--- src/rtl/fcs_pkg.sv ---
package fcs_pkg;

  localparam int CFG_W = 4;

  typedef enum logic [1:0] {
    ST_IDLE = 2'd0,
    ST_HOLD = 2'd1,
    ST_RAMP = 2'd2,
    ST_DONE = 2'd3
  } fcs_state_e;

  typedef struct packed {
    logic [CFG_W-1:0] hold_time;
    logic [CFG_W-1:0] hold_trq;
    logic [CFG_W-1:0] ramp_trq;
    logic [CFG_W-1:0] start_per;
    logic [CFG_W-1:0] end_per;
    logic [CFG_W-1:0] step;
    logic             is_duty;
  } fcs_cfg_t;

endpackage

--- src/rtl/fcs_tick_timer.sv ---
module fcs_tick_timer #(
  parameter int CNT_W = 10
) (
  input  logic             clk,
  input  logic             rst,
  input  logic             clr,
  input  logic             run,
  input  logic [CNT_W-1:0] limit,
  output logic             expire_o
);

  logic [CNT_W-1:0] cnt_q;
  logic [CNT_W-1:0] cnt_inc;

  assign cnt_inc  = cnt_q + 1'b1;
  assign expire_o = run && (cnt_inc == limit);

  always_ff @(posedge clk) begin
    if (rst || clr || expire_o) begin
      cnt_q <= '0;
    end else if (run) begin
      cnt_q <= cnt_inc;
    end
  end

endmodule

--- src/rtl/fcs_phase_ctr.sv ---
module fcs_phase_ctr #(
  parameter int PHASES = 6,
  localparam int PH_W = (PHASES > 1) ? $clog2(PHASES) : 1
) (
  input  logic            clk,
  input  logic            rst,
  input  logic            clr,
  input  logic            adv,
  output logic [PH_W-1:0] phase_o
);

  localparam logic [PH_W-1:0] LAST = PH_W'(PHASES - 1);

  always_ff @(posedge clk) begin
    if (rst || clr) begin
      phase_o <= '0;
    end else if (adv) begin
      phase_o <= (phase_o == LAST) ? '0 : phase_o + 1'b1;
    end
  end

endmodule

--- src/rtl/fcs_torque_out.sv ---
module fcs_torque_out
  import fcs_pkg::*;
(
  input  logic             clk,
  input  logic             rst,
  input  fcs_state_e       state_nxt,
  input  logic [CFG_W-1:0] hold_trq,
  input  logic [CFG_W-1:0] ramp_trq,
  input  logic             is_duty,
  output logic [CFG_W-1:0] trq_o,
  output logic             trq_duty_o,
  output logic             done_o
);

  always_ff @(posedge clk) begin
    if (rst) begin
      trq_o      <= '0;
      trq_duty_o <= 1'b0;
      done_o     <= 1'b0;
    end else begin
      done_o <= (state_nxt == ST_DONE);
      unique case (state_nxt)
        ST_IDLE: begin
          trq_o      <= '0;
          trq_duty_o <= 1'b0;
        end
        ST_HOLD: begin
          trq_o      <= hold_trq;
          trq_duty_o <= is_duty;
        end
        default: begin
          trq_o      <= ramp_trq;
          trq_duty_o <= is_duty;
        end
      endcase
    end
  end

endmodule

--- src/rtl/fcs_startup_seq.sv ---
module fcs_startup_seq
  import fcs_pkg::*;
#(
  parameter int PHASES      = 6,
  parameter int HOLD_BASE   = 10,
  parameter int HOLD_UNIT   = 40,
  parameter int START_UNIT  = 40,
  parameter int END_UNIT    = 1,
  parameter int STEP_UNIT   = 1,
  localparam int PH_W       = (PHASES > 1) ? $clog2(PHASES) : 1
) (
  input  logic             clk,
  input  logic             rst,
  input  logic             start_i,
  input  logic             tick_i,
  input  logic [CFG_W-1:0] hold_time_i,
  input  logic [CFG_W-1:0] hold_trq_i,
  input  logic [CFG_W-1:0] ramp_trq_i,
  input  logic             trq_is_duty_i,
  input  logic [CFG_W-1:0] start_per_i,
  input  logic [CFG_W-1:0] end_per_i,
  input  logic [CFG_W-1:0] step_i,
  output logic [1:0]       state_o,
  output logic [PH_W-1:0]  phase_o,
  output logic [CFG_W-1:0] trq_o,
  output logic             trq_duty_o,
  output logic             done_o
);

  localparam int FMAX      = (1 << CFG_W) - 1;
  localparam int HOLD_MAX  = HOLD_BASE + FMAX * HOLD_UNIT;
  localparam int START_MAX = FMAX * START_UNIT;
  localparam int END_MAX   = FMAX * END_UNIT;
  localparam int MAX_A     = (HOLD_MAX > START_MAX) ? HOLD_MAX : START_MAX;
  localparam int MAX_T     = (MAX_A > END_MAX) ? MAX_A : END_MAX;
  localparam int CNT_W     = $clog2(MAX_T + 1);

  fcs_state_e state_q, state_nxt;
  fcs_cfg_t   cfg_q, cfg_d, cfg_in;
  logic [CNT_W-1:0] period_q;
  logic [CNT_W-1:0] hold_len, start_len, end_len, step_len, tmr_limit;
  logic [CNT_W:0]   last_thresh;
  logic             skip_ramp, last_interval, tmr_exp, tmr_run, tmr_clr;
  logic             ph_adv, ph_clr, cfg_load;

  // configuration capture
  assign cfg_in = '{hold_time: hold_time_i, hold_trq: hold_trq_i,
                    ramp_trq:  ramp_trq_i,  start_per: start_per_i,
                    end_per:   end_per_i,   step: step_i,
                    is_duty:   trq_is_duty_i};
  assign cfg_load = (state_q == ST_IDLE) && start_i;
  assign cfg_d    = cfg_load ? cfg_in : cfg_q;

  always_ff @(posedge clk) begin
    if (rst) begin
      cfg_q <= '0;
    end else begin
      cfg_q <= cfg_d;
    end
  end

  // derived interval lengths in ticks
  assign hold_len  = CNT_W'(HOLD_BASE) + CNT_W'(cfg_q.hold_time) * CNT_W'(HOLD_UNIT);
  assign start_len = CNT_W'(cfg_q.start_per) * CNT_W'(START_UNIT);
  assign end_len   = CNT_W'(cfg_q.end_per) * CNT_W'(END_UNIT);
  assign step_len  = CNT_W'(cfg_q.step) * CNT_W'(STEP_UNIT);

  assign skip_ramp     = (step_len == '0) || (start_len <= end_len);
  assign last_thresh   = {1'b0, end_len} + {1'b0, step_len};
  assign last_interval = ({1'b0, period_q} <= last_thresh);

  // state transitions
  always_comb begin
    state_nxt = state_q;
    if (!start_i) begin
      state_nxt = ST_IDLE;
    end else begin
      unique case (state_q)
        ST_IDLE: state_nxt = ST_HOLD;
        ST_HOLD: if (tmr_exp) state_nxt = skip_ramp ? ST_DONE : ST_RAMP;
        ST_RAMP: if (tmr_exp && last_interval) state_nxt = ST_DONE;
        default: state_nxt = ST_DONE;
      endcase
    end
  end

  always_ff @(posedge clk) begin
    if (rst) begin
      state_q <= ST_IDLE;
    end else begin
      state_q <= state_nxt;
    end
  end

  // commutation interval register
  always_ff @(posedge clk) begin
    if (rst || !start_i) begin
      period_q <= '0;
    end else if (state_q == ST_HOLD && tmr_exp) begin
      period_q <= skip_ramp ? end_len : start_len;
    end else if (state_q == ST_RAMP && tmr_exp) begin
      period_q <= last_interval ? end_len : period_q - step_len;
    end
  end

  // interval timer
  assign tmr_run   = tick_i && start_i && (state_q == ST_HOLD || state_q == ST_RAMP);
  assign tmr_clr   = (state_nxt != state_q);
  assign tmr_limit = (state_q == ST_HOLD) ? hold_len : period_q;

  fcs_tick_timer #(.CNT_W(CNT_W)) u_timer (
    .clk      (clk),
    .rst      (rst),
    .clr      (tmr_clr),
    .run      (tmr_run),
    .limit    (tmr_limit),
    .expire_o (tmr_exp)
  );

  // commutation step
  assign ph_adv = (state_q == ST_RAMP) && start_i && tmr_exp;
  assign ph_clr = (state_nxt == ST_IDLE);

  fcs_phase_ctr #(.PHASES(PHASES)) u_phase (
    .clk     (clk),
    .rst     (rst),
    .clr     (ph_clr),
    .adv     (ph_adv),
    .phase_o (phase_o)
  );

  // torque demand and done flag
  fcs_torque_out u_trq (
    .clk        (clk),
    .rst        (rst),
    .state_nxt  (state_nxt),
    .hold_trq   (cfg_d.hold_trq),
    .ramp_trq   (cfg_d.ramp_trq),
    .is_duty    (cfg_d.is_duty),
    .trq_o      (trq_o),
    .trq_duty_o (trq_duty_o),
    .done_o     (done_o)
  );

  assign state_o = state_q;

endmodule

--- config.mk ---
export PLATFORM = sky130hd
export DESIGN_NAME = fcs_startup_seq
export DESIGN_NICKNAME = d
export VERILOG_FILES = /design/src/rtl/fcs_pkg.sv /design/src/rtl/fcs_tick_timer.sv /design/src/rtl/fcs_phase_ctr.sv /design/src/rtl/fcs_torque_out.sv /design/src/rtl/fcs_startup_seq.sv
export SDC_FILE = /design/constraint.sdc
export NUM_CORES = 1
export LEC_CHECK = 0
export ABC_AREA = 1
export BUFFER_PORTS_ARGS = -buffer_cell sky130_fd_sc_hd__buf_2
export CAP_MARGIN = 20
export CORE_ASPECT_RATIO = 1.25
export CORE_MARGIN = 2
export CORE_UTILIZATION = 30
export DETAILED_ROUTE_END_ITERATION = 8
export PLACE_DENSITY = 0.58
export SYNTH_ARGS = -nofsm -noshare
export SYNTH_HDL_FRONTEND = slang
export SYNTH_HIERARCHICAL = 1
export SYNTH_SLANG_ARGS = --single-unit
export TNS_END_PERCENT = 1
--- constraint.sdc ---
create_clock -name clk -period 3.5 [get_ports clk]
set_input_delay 0.35 -clock clk [delete_from_list [all_inputs] [get_ports clk]]
set_output_delay 0.35 -clock clk [all_outputs]
set_load 0.005 [all_outputs]
==> results of run 1 <==
[sequential cells by signal, summed over array words and instances, names as in the netlist]
name              flops
cfg_q                25
period_q             10
u_timer/cnt_q        10
u_trq/trq_o           4
u_phase/phase_o       3
state_o               2
u_trq/done_o          1
u_trq/trq_duty_o      1
[Yosys cell counts]
cell type and instances:
a211o_1 1, a21oi_1 17, a31oi_1 3, and3_1 1
buf_2 1, buf_4 2, clkbuf_1 7, dfxtp_1 56
fa_1 4, ha_1 28, inv_1 86, inv_2 8
nand2_1 137, nand2_2 8, nand2_4 2, nand3_1 45
nand3_2 3, nand3b_1 1, nand4_1 4, nand4_2 1
nor2_1 86, nor2_2 8, nor2_4 1, nor2_8 1
nor3_1 3, o211ai_1 1, o21ai_0 53, o21ai_1 1
o21bai_1 2, o22ai_1 2, or2_0 1, or2_2 10
xnor2_1 6, xor2_1 4
[repair_timing]
item / in CTS / in global routing
endpoints found under the hold margin: 0 / 0
gates resized for setup: 1 / 26
pin swaps: 0 / 14
gates cloned: 0 / 1
endpoints found under the setup margin: 5 / 29
buffers inserted: 0 / 8
[critical path: stages, from the launching register on]
cell      delay (ns)
dfxtp_2         0.34
ha_4            0.24
ha_4            0.16
fa_1            0.57
inv_2           0.07
nor2_4          0.09
nand2_2         0.05
xor2_1          0.14
o21ai_1         0.17
inv_1           0.06
nand2_1         0.06
nand2_1         0.06
nor2_2          0.10
nand2_2         0.08
inv_2           0.08
nand2_2         0.06
o211ai_1        0.12
nand2_1         0.11
xor2_1          0.14
nand3_1         0.12
nor2_4          0.18
nand2_4         0.12
nor2_2          0.12
[cell type report]
class | count | area (µm²) | share of cell area
Inverter | 94 | 353 | 0.0770
Timing Repair Buffer | 57 | 330 | 0.0721
Clock inverter | 3 | 28.8 | 0.00628
Sequential cell | 56 | 1120 | 0.245
Multi-Input combinational cell | 435 | 2410 | 0.526
Tap cell | 168 | 210 | 0.0459
Clock buffer | 5 | 125 | 0.0273
[where the power goes]
part	leakage (nW)	internal, mW	switching, mW
Clock	0.0767	0.277	0.268
Combinational	1.74	0.134	0.203
Sequential	0.459	0.666	0.0226
Total	2.27	1.08	0.494
[kinds of logic (layout without fill, tap and decap cells)]
group / after synthesis / count (layout) / synth area share
compound gates: 80 / 80 / 0.109
xor+xnor: 10 / 10 / 0.0228
fa+ha+maj: 32 / 32 / 0.112
buf+inv: 104 / 159 / 0.104
flops: 56 / 56 / 0.292
simple gates: 312 / 313 / 0.360
[final timing paths]
check,start,endpoint,slack (ns),cells after the start
setup / recovery,cfg_q[24],u_timer/cnt_q[0],0.20,22
hold / removal,step_i[0],cfg_q[1],0.30,3
setup reg to reg,cfg_q[24],u_timer/cnt_q[0],0.20,22
hold reg to reg,cfg_q[12],cfg_q[12],0.53,2
[layer usage]
layer | part of all wire | vias up | GRT usage
met5 | 0 | - | 0
met2 | 0.52 | 70 | 0.268
met4 | 0.034 | 0 | 0.0675
met1 | 0.43 | 1684 | 0.152
li1 | - | 1982 | -
met3 | 0.022 | 22 | 0.0169
[layout by cell type, fill, tap and decap left out, types with 2 or more instances in the layout]
master,synthesis,routed
inv_6,0,2
clkbuf_16,0,5
o21ai_0,53,51
nand3_1,45,45
a31oi_1,3,3
xnor2_1,6,6
ha_4,0,2
fa_1,4,4
nand2_1,137,136
ha_1,28,25
inv_1,86,84
nor2_4,1,6
nor3_1,3,3
nand2_4,2,3
nor2_2,8,12
o21ai_1,1,3
nand3_2,3,3
dfxtp_2,0,2
dfxtp_1,56,54
nand2_2,8,9
o22ai_1,2,2
nand4_1,4,4
nor2_1,86,77
buf_2,1,39
o21bai_1,2,2
xor2_1,4,3
inv_2,8,10
a21oi_1,17,17
buf_4,2,18
or2_2,10,10
[stage by stage]
stage                     setup TNS, ns  cells  power (mW)  hold WS (ns)
after floorplan                       0    594       0.939         0.422
after global placement                0    801        1.02         0.496
after detailed placement              0    801        1.03         0.510
after CTS                             0    809        1.58         0.293
after global routing             -0.490    818        1.67         0.305
final                                 0    818        1.57         0.297
==> metrics.cfg, run 1 <==
[placed_design]
place_hpwl_mm = 7.31
place_area_um2 = 4270
gp_congestion = 0.883
pre_cts_slack_ns = 0.0231
port_buffers = 39

[worst_setup_path]
end_kind = flop
cp.required_ns = 3.75
cp.arrival_ns = 3.55
crit_path_max_fanout = 5
crit_type = flop to flop
start_kind = flop

[floorplanning]
rows = 46
initial_core_util = 0.304
core_area_um2 = 12600
die_w_um = 105
io_pins = 40
die_y_um = 130
die_area_um2 = 13700

[yosys]
syn_area_um2 = 3840
yosysSeqAreaShare = 0.292
synth.largest_area_cell = dfxtp_1
synth_fp_nets = 655
ys_warn_count = 6
synth_top_area_share = 0.292
syn_area_per_cell_um2 = 6.46
synthCells = 594
ys_types = 34
synth_seq_cells = 56
synth.area.top_cells = dfxtp_1 29%, nand2_1 13%, ha_1 9.1%

[timing]
finalSetupViolCount = 0
clock_skew_ns = 0.00876
layout_setup_ws_ns = 0.196
finalCritPeriodShare = 0.944
hold_viol_final = 0
max_slew_margin = 0.553
rsz0062_at_grt = yes
worst_pin_slew_ns = 0.670
period_needed_ns = 3.30
maxSlewViolCount = 0
fmax_mhz = 303

[job]
cap_violations = 0

[clocking]
htreeDepth = 2
cts_tree = yes
cts_sinks = 56
clkTransAtPathRegs_ns = 0.08
clock_latency_ns = 0.31
root_buffer = clkbuf_16
postCtsHoldBufs = 0
cts-buffers-inserted = 5
clockBufferDepth = 2

[route]
ant_nets = 0
vias_per_cell = 4.59
wl_per_cell_um = 11.7
routed_wl_mm = 9.53
drc = 0
drt_iter0_drc = 178
firstDrtPassIters = 5
vias = 3758

[global_route]
gr-total-overflow = 0
grt_max_degree = 33
grt_pass1_wl_mm = 15.6
grt.total_usage = 0.139
first_global_vias = 3590
grt_antenna_before_repair = 0

[min_path]
hp-class = input port to flop

[run_status]
outcome = finished clean

[final_layout]
antenna_cells = 0
final_area_um2 = 4580
synthToLayoutAreaGrowth_pct = 19.5
final_core_util = 0.364
layout.nets = 710
fillCellCount = 1352
layout-drive-gt1-share = 0.194

[power]
powerDensity_nw_per_um2 = 343
ir_worst_vdd_uv = 190
cellLeakagePower_nw = 2.27

Power figures use the tool's default switching activity.
==> run 2: changes to the inputs <==
ABC_AREA = default   (was 1)
PLACE_DENSITY = default   (was 0.58)
PLACE_DENSITY_LB_ADDON = 0.15   (was default)
==> metrics.cfg, run 2 <==
[timing]
rsz0062_at_grt = yes
maxSlewViolCount = 0  ; unchanged
period_needed_ns = 4.08  ; +0.778 ns
finalSetupViolCount = 29  ; +29
setup_tns_ns = -11.52  ; -11.52 ns
layout_setup_ws_ns = -0.582  ; -0.778 ns
clock_skew_ns = 0.00496  ; -0.00380 ns
max_slew_margin = 0.463  ; -0.0901
hold_viol_final = 0  ; unchanged
finalCritPeriodShare = 1.17  ; +0.222
fmax_mhz = 245  ; -19%
worst_pin_slew_ns = 0.806  ; +0.136 ns

[final_layout]
final_common_cell = nand2_1
antenna_cells = 0  ; unchanged
synthToLayoutAreaGrowth_pct = 25.5
layout-drive-gt1-share = 0.268  ; +0.0743
fillCellCount = 1327  ; -1.8%
largest_reg_flops = 25  ; unchanged
final_cells = 701  ; -14%
layout_common_cells = 91 x nand2_1, 54 x dfxtp_1, 49 x a21oi_1
reg_top3 = cfg_q (25), period_q (10), u_timer/cnt_q (10)
final_area_um2 = 4770  ; +4.0%
regMostFlops = cfg_q
layout.nets = 597  ; -16%

[power]
clockPowerShare = 0.343  ; -0.004
powerDensity_nw_per_um2 = 317  ; -7.5%
power_frac_comb = 0.215  ; about the same
total_power_mw = 1.51  ; -3.8%
ir_worst_vdd_uv = 284  ; +49%
seqPwrFrac = 0.443  ; +0.004
power.internal_mw = 1.07  ; -0.16%
cellLeakagePower_nw = 2.10  ; -7.6%
netSwitchingPower_uw = 435  ; -12%
switching_share = 0.288  ; -0.0261

[yosys]
syn_area_um2 = 3800  ; -1.0%
synth_fp_nets = 523  ; -20%
synthCells = 462  ; -22%
ys_warn_count = 6  ; unchanged
ys_types = 68  ; +100%
synth.most_common_cell = nand2_1
synth_flop_cell = dfxtp_1
synth.largest_area_cell = dfxtp_1
synth.area.top_cells = dfxtp_1 30%, ha_1 9.2%, nand2_1 9.2%
synth_seq_cells = 56  ; unchanged
synth_edf_count = 0  ; unchanged
netlist_top_cells_count = 93 x nand2_1, 56 x a21oi_1, 56 x dfxtp_1
yosysSeqAreaShare = 0.295  ; +0.00298
syn_area_per_cell_um2 = 8.22  ; +27%
synth_top_area_share = 0.295  ; +0.00298
synthArstFlopShare = 0  ; unchanged

[route]
vias = 3533  ; -6.0%
vias_per_cell = 5.04  ; +9.7%
firstDrtPassIters = 4  ; -1
drc = 0  ; unchanged
ant_nets = 0  ; unchanged
routed_wl_mm = 10.6  ; +11%
drt_iter0_drc = 70  ; -61%
wl_per_cell_um = 15.1  ; +29%

[floorplanning]
die_w_um = 105  ; -0.49%
io_pins = 40  ; unchanged
core_area_um2 = 12300  ; -2.6%
die_area_um2 = 13600  ; -0.98%
die_y_um = 130  ; -0.49%
initial_core_util = 0.309  ; +0.00503
rows = 45  ; -2.2%

[min_path]
hp-class = input port to flop
whs_endpoint = cfg_q[6]
hold_depth = 3  ; unchanged
worstHoldStart = end_per_i[1]

[job]
cap_violations = 0  ; unchanged

[global_route]
first_global_vias = 3492  ; -2.7%
grt.total_usage = 0.158  ; +0.0191
grt_max_degree = 38  ; +15%
grt_pass1_wl_mm = 17.3  ; +11%
grt_antenna_before_repair = 0  ; unchanged
gr-total-overflow = 0  ; unchanged

[worst_setup_path]
r2r_start = cfg_q[22]
end_kind = flop
cp.arrival_ns = 4.32  ; +0.77 ns
start_kind = flop
crit_path_max_fanout = 5  ; unchanged
cp.required_ns = 3.74  ; about the same
ff2ff_setup_slack_ns = -0.58  ; -0.78 ns
reg2reg_depth = 21  ; -4.5%
crit_type = flop to flop
regToRegEndpoint = u_timer/cnt_q[9]

[placed_design]
dp_cells = 683  ; -15%
gp_congestion = 0.864  ; -2.2%
place_area_um2 = 4380  ; +2.5%
place_hpwl_mm = 7.93  ; +8.5%
port_buffers = 39  ; unchanged

[clocking]
htreeDepth = 2  ; unchanged
cts-buffers-inserted = 5  ; unchanged
cts_sinks = 56  ; unchanged
clock_latency_ns = 0.30  ; about the same
clockBufferDepth = 2  ; unchanged
clkTransAtPathRegs_ns = 0.07  ; about the same
root_buffer = clkbuf_16
cts_tree = yes

[run_status]
outcome = finished with violations
violations = setup timing

-- run 2: cell types whose count changed after synthesis, moves of 30 or more --
cell     delta
o21ai_0    -46
nand2_1    -44
nand3_1    -30
a21oi_1    +39
nor2_1     -65
inv_1      -74
-- run 2: cell families after synthesis --
| kind of cell | after synthesis | share of synthesized area |
|---|---|---|
| flops | 56 | 0.295 |
| simple gates | 183 | 0.236 |
| compound gates | 112 | 0.190 |
| xor+xnor | 32 | 0.0738 |
| mux | 9 | 0.0257 |
| fa+ha+maj | 32 | 0.113 |
| buf+inv | 38 | 0.0659 |
-- run 2: through the flow --
stage | utilization | hold slack [ns] | setup slack, ns
3_3_place_gp | 0.357 | 0.453 | -0.624
2_1_floorplan | - | 0.419 | -0.504
4_1_cts | 0.381 | 0.275 | -0.671
6_report | 0.388 | 0.281 | -0.582
3_5_place_dp | 0.357 | 0.460 | -0.751
5_1_grt | 0.388 | 0.283 | -0.799
-- run 2: layout make-up --
class	instances	area (µm²)	share of cell area
sequential	56	1130	0.236
clock inverter	3	22.5	0.00473
inverter	12	45.0	0.00945
multi-input combinational	369	2610	0.547
tap	164	205	0.0431
timing repair buffer	92	634	0.133
clock buffer	5	125	0.0263
-- run 2: what timing repair did --
item                                    CTS  global route
pin swaps                                22            18
hold buffers                              0             0
endpoints found under the setup margin   30            30
buffers inserted                          9             0
cloned                                    1             0
gates resized for setup                  18            20
-- run 2: worst max path at each step --
stage                   start          endpoint  slack, ns  depth (start not counted)
global route        cfg_q[22]  u_timer/cnt_q[9]      -0.80                         21
global placement    cfg_q[24]  u_timer/cnt_q[3]      -0.62                         21
CTS                 cfg_q[22]  u_timer/cnt_q[9]      -0.67                         21
finish              cfg_q[22]  u_timer/cnt_q[9]      -0.58                         21
detailed placement  cfg_q[24]  u_timer/cnt_q[9]      -0.75                         21
floorplan           cfg_q[24]  u_timer/cnt_q[0]      -0.50                         21
-- run 2: worst max-delay path: stages, from the launching register on --
cell and delay (ns):
dfxtp_2 0.34, ha_4 0.24, ha_4 0.15, fa_1 0.50, and3_4 0.21, nand2_4 0.06
nor2_4 0.09, xnor2_2 0.12, a21oi_2 0.08, a21oi_2 0.16, xor2_2 0.21, nor4b_2 0.07
a31oi_1 0.22, o32ai_2 0.12, and2_4 0.19, buf_6 0.11, a31o_4 0.22, a31oi_4 0.22
mux2_4 0.36, nor2_4 0.15, nand2_1 0.09, a21oi_2 0.10
-- run 2: power by group through the flow --
stage	clock (mW)	sequential [mW]	combinational, mW
global route	0.560	0.672	0.359
global placement	0	0.684	0.302
CTS	0.538	0.669	0.321
detailed placement	0	0.684	0.305
floorplan	0	0.686	0.190
finish	0.517	0.669	0.324
-- run 2: metal layers --
| layer | up-vias | track usage | part of all wire |
|---|---|---|---|
| met2 | 79 | 0.296 | 0.50 |
| li1 | 1774 | - | - |
| met3 | 23 | 0.0245 | 0.037 |
| met1 | 1657 | 0.185 | 0.44 |
| met5 | - | 0 | 0 |
| met4 | 0 | 0.0541 | 0.027 |
